`src/rtl/rc_tau_meter.sv`:
```
module rc_tau_meter #(
  parameter int NOM_W  = 12,
  parameter int FRAC_W = 14,
  localparam int CNT_W = NOM_W + 2,
  localparam int Q_W   = FRAC_W + 2
) (
  input  logic             clk,
  input  logic             rst_n,
  input  logic             start_i,
  input  logic             cmp_i,
  input  logic [NOM_W-1:0] nominal_i,
  output logic [CNT_W-1:0] count_o,
  output logic [Q_W-1:0]   ratio_o,
  output logic             done_o,
  output logic             ovf_o
);

  localparam int STEP_W = $clog2(Q_W);
  localparam logic [STEP_W-1:0] LAST = STEP_W'(Q_W - 1);

  typedef enum logic [1:0] {IDLE, COUNT, DIV} state_t;

  state_t              state;
  logic                s1, s2, s3;
  logic [NOM_W-1:0]    nom_q;
  logic [CNT_W-1:0]    cnt;
  logic [NOM_W-1:0]    rem;
  logic [Q_W-1:0]      shr, quo;
  logic [STEP_W-1:0]   step;

  logic [CNT_W-1:0]    lim;
  logic                crossed, busy, fit;
  logic [NOM_W:0]      trial;
  logic [NOM_W-1:0]    diff;

  assign lim     = {nom_q, 2'b00};
  assign crossed = s2 & s3;
  assign busy    = (state != IDLE);
  assign trial   = {rem, shr[Q_W-1]};
  assign fit     = trial >= {1'b0, nom_q};
  assign diff    = trial[NOM_W-1:0] - nom_q;

  always_ff @(posedge clk or negedge rst_n) begin
    if (!rst_n) begin
      state   <= IDLE;
      s1      <= 1'b0;
      s2      <= 1'b0;
      s3      <= 1'b0;
      nom_q   <= '0;
      cnt     <= '0;
      rem     <= '0;
      shr     <= '0;
      quo     <= '0;
      step    <= '0;
      count_o <= '0;
      ratio_o <= '0;
      done_o  <= 1'b0;
      ovf_o   <= 1'b0;
    end else begin
      s1     <= cmp_i;
      s2     <= s1;
      s3     <= s2;
      done_o <= 1'b0;
      case (state)
        IDLE: begin
          if (start_i) begin
            nom_q <= nominal_i;
            cnt   <= '0;
            ovf_o <= 1'b0;
            state <= COUNT;
          end
        end
        COUNT: begin
          if (cnt >= lim) begin
            ovf_o   <= 1'b1;
            count_o <= cnt;
            ratio_o <= '1;
            state   <= IDLE;
          end else if (crossed) begin
            count_o <= cnt;
            rem     <= cnt[CNT_W-1:2];
            shr     <= {cnt[1:0], {FRAC_W{1'b0}}};
            quo     <= '0;
            step    <= '0;
            state   <= DIV;
          end else begin
            cnt <= cnt + 1'b1;
          end
        end
        DIV: begin
          rem  <= fit ? diff : trial[NOM_W-1:0];
          shr  <= shr << 1;
          quo  <= {quo[Q_W-2:0], fit};
          step <= step + 1'b1;
          if (step == LAST) begin
            ratio_o <= {quo[Q_W-2:0], fit};
            done_o  <= 1'b1;
            state   <= IDLE;
          end
        end
        default: state <= IDLE;
      endcase
    end
  end

endmodule

```
`config.mk`:
```
export PLATFORM = sky130hd
export DESIGN_NAME = rc_tau_meter
export DESIGN_NICKNAME = d
export VERILOG_FILES = /design/src/rtl/rc_tau_meter.sv
export SDC_FILE = /design/constraint.sdc
export NUM_CORES = 1
export LEC_CHECK = 0
export CORE_ASPECT_RATIO = 1.5
export CORE_UTILIZATION = 55
export CTS_CLUSTER_SIZE = 30
export DETAILED_ROUTE_END_ITERATION = 8
export DONT_BUFFER_PORTS = 1
export PLACE_DENSITY = 0.76
export SLEW_MARGIN = 20
export SYNTH_ARGS = -nofsm -noshare
export SYNTH_HDL_FRONTEND = slang
export SYNTH_SLANG_ARGS = --single-unit
```
`constraint.sdc`:
```
create_clock -name clk -period 2.95 [get_ports clk]
set_input_delay 0.885 -clock clk [delete_from_list [all_inputs] [get_ports clk]]
set_output_delay 0.885 -clock clk [all_outputs]
set_load 0.03 [all_outputs]
```
[Word-level counts from Yosys, hierarchy flattened]
Index checks and enable logic that the tools add are counted.
Cells by class
  reduce and logical (&&, ||, !) cells: 11
  muxes and demuxes: 32
  bitwise logic cells: 1
  equality and inequality tests: 10
  magnitude comparators: 2
  $add $sub $neg: 3
Operator list (count)
  2-to-1 mux 14 bit: 5
  2-to-1 mux 16 bit: 4
  case mux 16 bit (2 select lines): 2
  2-to-1 mux 12 bit: 3
  2-to-1 mux 15 bit: 2
  case mux 15 bit (2 select lines): 1
  case mux 14 bit (2 select lines): 1
  case mux 12 bit (2 select lines): 1
  adder 14 x 1 -> 14 bit (second input constant): 1
  greater-or-equal comparator 14 bit: 1
  greater-or-equal comparator 13 x 12 -> 1 bit: 1
  != test 2 bit (second input constant): 6
  AND reduction 3 bit: 4
  subtractor 12 bit: 1
  2-to-1 mux 2 bit: 4
  2-to-1 mux 4 bit: 2
  case mux 4 bit (2 select lines): 1
  case mux 2 bit (3 select lines): 1
  nonzero test 2 bit: 3
  adder 4 x 1 -> 4 bit (second input constant): 1
  == test 4 bit (second input constant): 1
  2-to-1 mux 1 bit: 4
  AND reduction 2 bit: 2
  AND reduction 4 bit: 1
  6 further kinds: 6
Storage, ports and cells
  output and inout bits: 32
  bits of input ports: 16
  register bits: 110
  logic and storage cells: 73

[Longest topological paths before layout]
  depth in word-level cells: 4
  gate-level depth with buffers: 11
  mapped depth without buffers: 10

[Worst setup path after synthesis]
No wires, ideal clock.
  path type: flip-flop to flip-flop
  from: reg cnt[11]
  to: reg cnt[13]
  clock period less this slack: 2.524 ns
  library setup time: 0.077 ns
  cell stages (with the launch flop): 10
  required time: 2.873 ns
  setup slack: 0.426 ns
  path buffers: 1
  data arrival time: 2.447 ns
  cell sequence: dfrtp_1 > ha_1 > a21o_1 > a21o_1 > a21oi_2 > a41oi_2 > or2_1 > clkbuf_1 > or4_1 > a21oi_1
On the way
  cells in the longest elaborated chain, start to end: 4
  elaborated cells on any way between the ends: 7
  those cells by class: 1 x add/sub; 1 x order compare; 1 x eq/ne; 3 x mux; 1 x reduce/logical
Ends and longest elaborated chain
  from (decl): line 26  | logic [CNT_W-1:0] cnt;
  from (signal assigned): line 87  | cnt <= cnt + 1'b1;
  adder 14 x 1 -> 14 bit: line 87
  2-to-1 mux 14 bit: line 79  | end else if (crossed) begin
  2-to-1 mux 14 bit: line 74  | if (cnt >= lim) begin
  case mux 14 bit (2 select lines): line 64  | case (state)
Parallel ways exist; a longest one is shown, timed or not. The select of a mux whose other input is x is not followed.
A chain may end at the register's enable or synchronous reset.

[Worst setup path in the final report]
Ends and elaborated chain as after synthesis.

==> metrics.txt <==
status complete, no violations; cell chosen for the clock root sky130_fd_sc_hd__clkbuf_16; Distinct cells, synth between 50 and 60; row cnt 42; total of flip-flops plus latches after synthesis 96; Final period util 0.907; Initial DRT Pass Iterations 6; iteration-0 DRC count of the detailed router between 200 and 300; maximum level of the CTS H-tree 3; cell type with the largest total area after synthesis sky130_fd_sc_hd__dfrtp_1; highest-count cells in the layout ignoring fill and taps sky130_fd_sc_hd__dfrtp_1, sky130_fd_sc_hd__nand2_1, sky130_fd_sc_hd__inv_1, sky130_fd_sc_hd__nor2_1, sky130_fd_sc_hd__ha_1; total track usage 0.264; Slew Viols, Final 0; achievable clock frequency ~370 MHz; Min-Delay Path Class input pin to asynchronous set/reset pin; total number of yosys warnings 0; final non-filler cell total 652; top area cells in the synthesized netlist sky130_fd_sc_hd__dfrtp_1, sky130_fd_sc_hd__ha_1, sky130_fd_sc_hd__nand2_1, sky130_fd_sc_hd__mux2_2, sky130_fd_sc_hd__o31ai_1; CTS tree built; CP Max Fanout 7; Post-synth EDFFs 0; pin count of the biggest net entering global routing 97; Post-CTS Setup Inserts 0; maximum clock insertion buffer count 2; number of hold buffers added after CTS 0; residual antenna-violating net count after detailed routing 0; Worst Tran Pin Value 0.637 ns; clock period minus worst slack 2.67 ns; number of I/O pins 48; global-route congestion overflow total 0; total via count in the routed design 4004; clock sinks 96; P_leak 2.56 nW; worst clock skew 0.00331 ns; RSZ-0062 raised after global routing no; antenna violations before repair 1; power density normalized to cell area about 1000 nW/um^2; syn avg cell area 9.74 sq um; number of I/O port buffers 0; post-synthesis cell count 529; category of the critical setup timing path register to register; Num CTS Buffers 9; share of Yosys cell area claimed by the top area cell type 0.466; post-DR wirelength/cell between 15 and 20 um; width of the die ~81 um; global-route wire length before repair 19.1 mm; post-detailed-route via-to-cell ratio 6.14; total count of hold-check failures in the final report 0; layout overhead on the synthesized area 10.2%; number of design rule violations left after detail routing 0; required time at the worst-slack endpoint 3.22 ns; most common cell after layout, fill and taps aside sky130_fd_sc_hd__dfrtp_1; Vert. Die Dim 121 um; reported max-cap violation count 0; number of instances in the placed design 634; async set or reset register ratio after synthesis 1.00; post-CTS resize count 0; largest voltage drop on the vdd net roughly 0.00058 V; Slew HR 0.575; summed negative setup slack over all endpoints 0 ns; via count of the first global-routing pass 4016; final-stage net count slightly below 600; WHS 0.231 ns; endpoint type of the worst setup path register; DP Wirelength between 8 and 9 mm; final setup violation count 0; synthesized netlist net count 576; arrival time of the worst setup path roughly 3 ns; insertion delay of the later-clocked pin in the worst-skew pair 0.35 ns; most used flip-flop cell after synthesis sky130_fd_sc_hd__dfrtp_1; Total Die Area about 10000 sq um; initial standard-cell utilization of the core 0.577; total routed wirelength 11.7 mm; sort of element at the start of the critical path register; total core area 8930 sq um; share of cells above drive strength 1 0.107; netlist area before placement 5150 sq um; share of synthesized area occupied by flip-flops and latches 0.466; clock transition time at the flip-flop clock pins of the worst setup and hold paths around 0.070 ns; final estimated routing congestion in global placement 0.867
-- cells in the mapped netlist, types with 3 or more instances --
| cell | count |
|---|---|
| sky130_fd_sc_hd__nor2b_1 | 6 |
| sky130_fd_sc_hd__dfrtp_1 | 96 |
| sky130_fd_sc_hd__ha_1 | 30 |
| sky130_fd_sc_hd__o21ai_0 | 7 |
| sky130_fd_sc_hd__clkbuf_1 | 23 |
| sky130_fd_sc_hd__nand2b_1 | 4 |
| sky130_fd_sc_hd__mux2_2 | 15 |
| sky130_fd_sc_hd__and3_1 | 3 |
| sky130_fd_sc_hd__a21oi_1 | 22 |
| sky130_fd_sc_hd__o41ai_1 | 3 |
| sky130_fd_sc_hd__mux2_1 | 14 |
| sky130_fd_sc_hd__a211oi_1 | 5 |
| sky130_fd_sc_hd__mux2i_1 | 5 |
| sky130_fd_sc_hd__buf_2 | 3 |
| sky130_fd_sc_hd__nand3_1 | 15 |
| sky130_fd_sc_hd__a22oi_1 | 3 |
| sky130_fd_sc_hd__o21a_1 | 3 |
| sky130_fd_sc_hd__inv_1 | 43 |
| sky130_fd_sc_hd__nor2_1 | 43 |
| sky130_fd_sc_hd__a22o_1 | 6 |
| sky130_fd_sc_hd__o31ai_1 | 22 |
| sky130_fd_sc_hd__or4_1 | 3 |
| sky130_fd_sc_hd__xor2_1 | 3 |
| sky130_fd_sc_hd__nor3_1 | 11 |
| sky130_fd_sc_hd__o211ai_1 | 9 |
| sky130_fd_sc_hd__nand2_1 | 56 |
| sky130_fd_sc_hd__a21o_1 | 6 |
| sky130_fd_sc_hd__a31oi_1 | 18 |
| sky130_fd_sc_hd__xnor2_1 | 7 |
| sky130_fd_sc_hd__o21ai_1 | 14 |
-- sequential cells by signal, indices dropped and copies added, names as in the netlist, 2 cells and up --
signal / flops
nom_q: 12
ratio_o: 16
cnt: 14
count_o: 14
shr: 2
state: 2
quo: 15
step: 4
rem: 12
-- critical path, stage by stage (launching register included) --
cell and delay, ns:
sky130_fd_sc_hd__dfrtp_1 0.46, sky130_fd_sc_hd__ha_1 0.33, sky130_fd_sc_hd__a21o_1 0.19, sky130_fd_sc_hd__a21o_1 0.19, sky130_fd_sc_hd__a21oi_2 0.25, sky130_fd_sc_hd__a41oi_2 0.19, sky130_fd_sc_hd__or2_1 0.34, sky130_fd_sc_hd__or4_1 0.49
sky130_fd_sc_hd__a21oi_1 0.16
-- power by group --
group	switching, mW	total, mW	internal (mW)	leakage (nW)
Combinational	1.48	2.49	1.00	1.20
Clock	0.507	1.17	0.662	0.140
Sequential	0.387	1.99	1.60	1.22
Total	2.38	5.64	3.26	2.56
-- path summary, 6_finish.rpt --
check,startpoint,to,slack [ns],cells after the start
max,cnt[11],cnt[13],0.28,8
min reg2reg,s1,s2,0.36,0
max reg2reg,cnt[11],cnt[13],0.28,8
min,rst_n,ratio_o[3],0.23,0
min in group clk,s1,s2,0.36,0
max in group asynchronous,rst_n,cnt[9],2.58,0
-- through the flow --
step	setup WS [ns]	area (sq um)	total power [mW]	util
floorplan	0.426	5150	3.83	-
global placement	0.425	5370	4.37	0.601
detailed placement	0.349	5370	4.47	0.601
CTS	0.301	5670	5.66	0.635
global route	0.116	5670	6.04	0.635
finish	0.275	5670	5.64	0.635
-- kinds of logic after synthesis --
| logic type | after synthesis | share of synthesized area |
|---|---|---|
| xor gates and xnor gates | 10 | 0.0170 |
| buffers and inverters | 69 | 0.0510 |
| muxes | 34 | 0.0731 |
| AOI/OAI and AO/OA | 132 | 0.176 |
| DFF | 96 | 0.466 |
| and+or+nand+nor | 157 | 0.140 |
| adders and majority gates | 31 | 0.0768 |
-- layer usage --
layer	global-route usage	up-vias	wire length (um)
met5	0	-	0
met4	0.190	0	668
met3	0.0649	40	559
met2	0.441	133	6100
met1	0.283	1936	4420
li1	-	1895	-
-- layout make-up --
class                           count  area, sq um
Fill cell                         724         3260
Antenna cell                        2         5.00
Sequential cell                    96         2400
Multi-Input combinational cell    364         2500
Inverter                           43          161
Tap cell                          110          138
Clock buffer                       10          229
Timing Repair Buffer               21          170
Clock inverter                      6         67.6
Note: power is estimated with default switching activity, not from simulation.
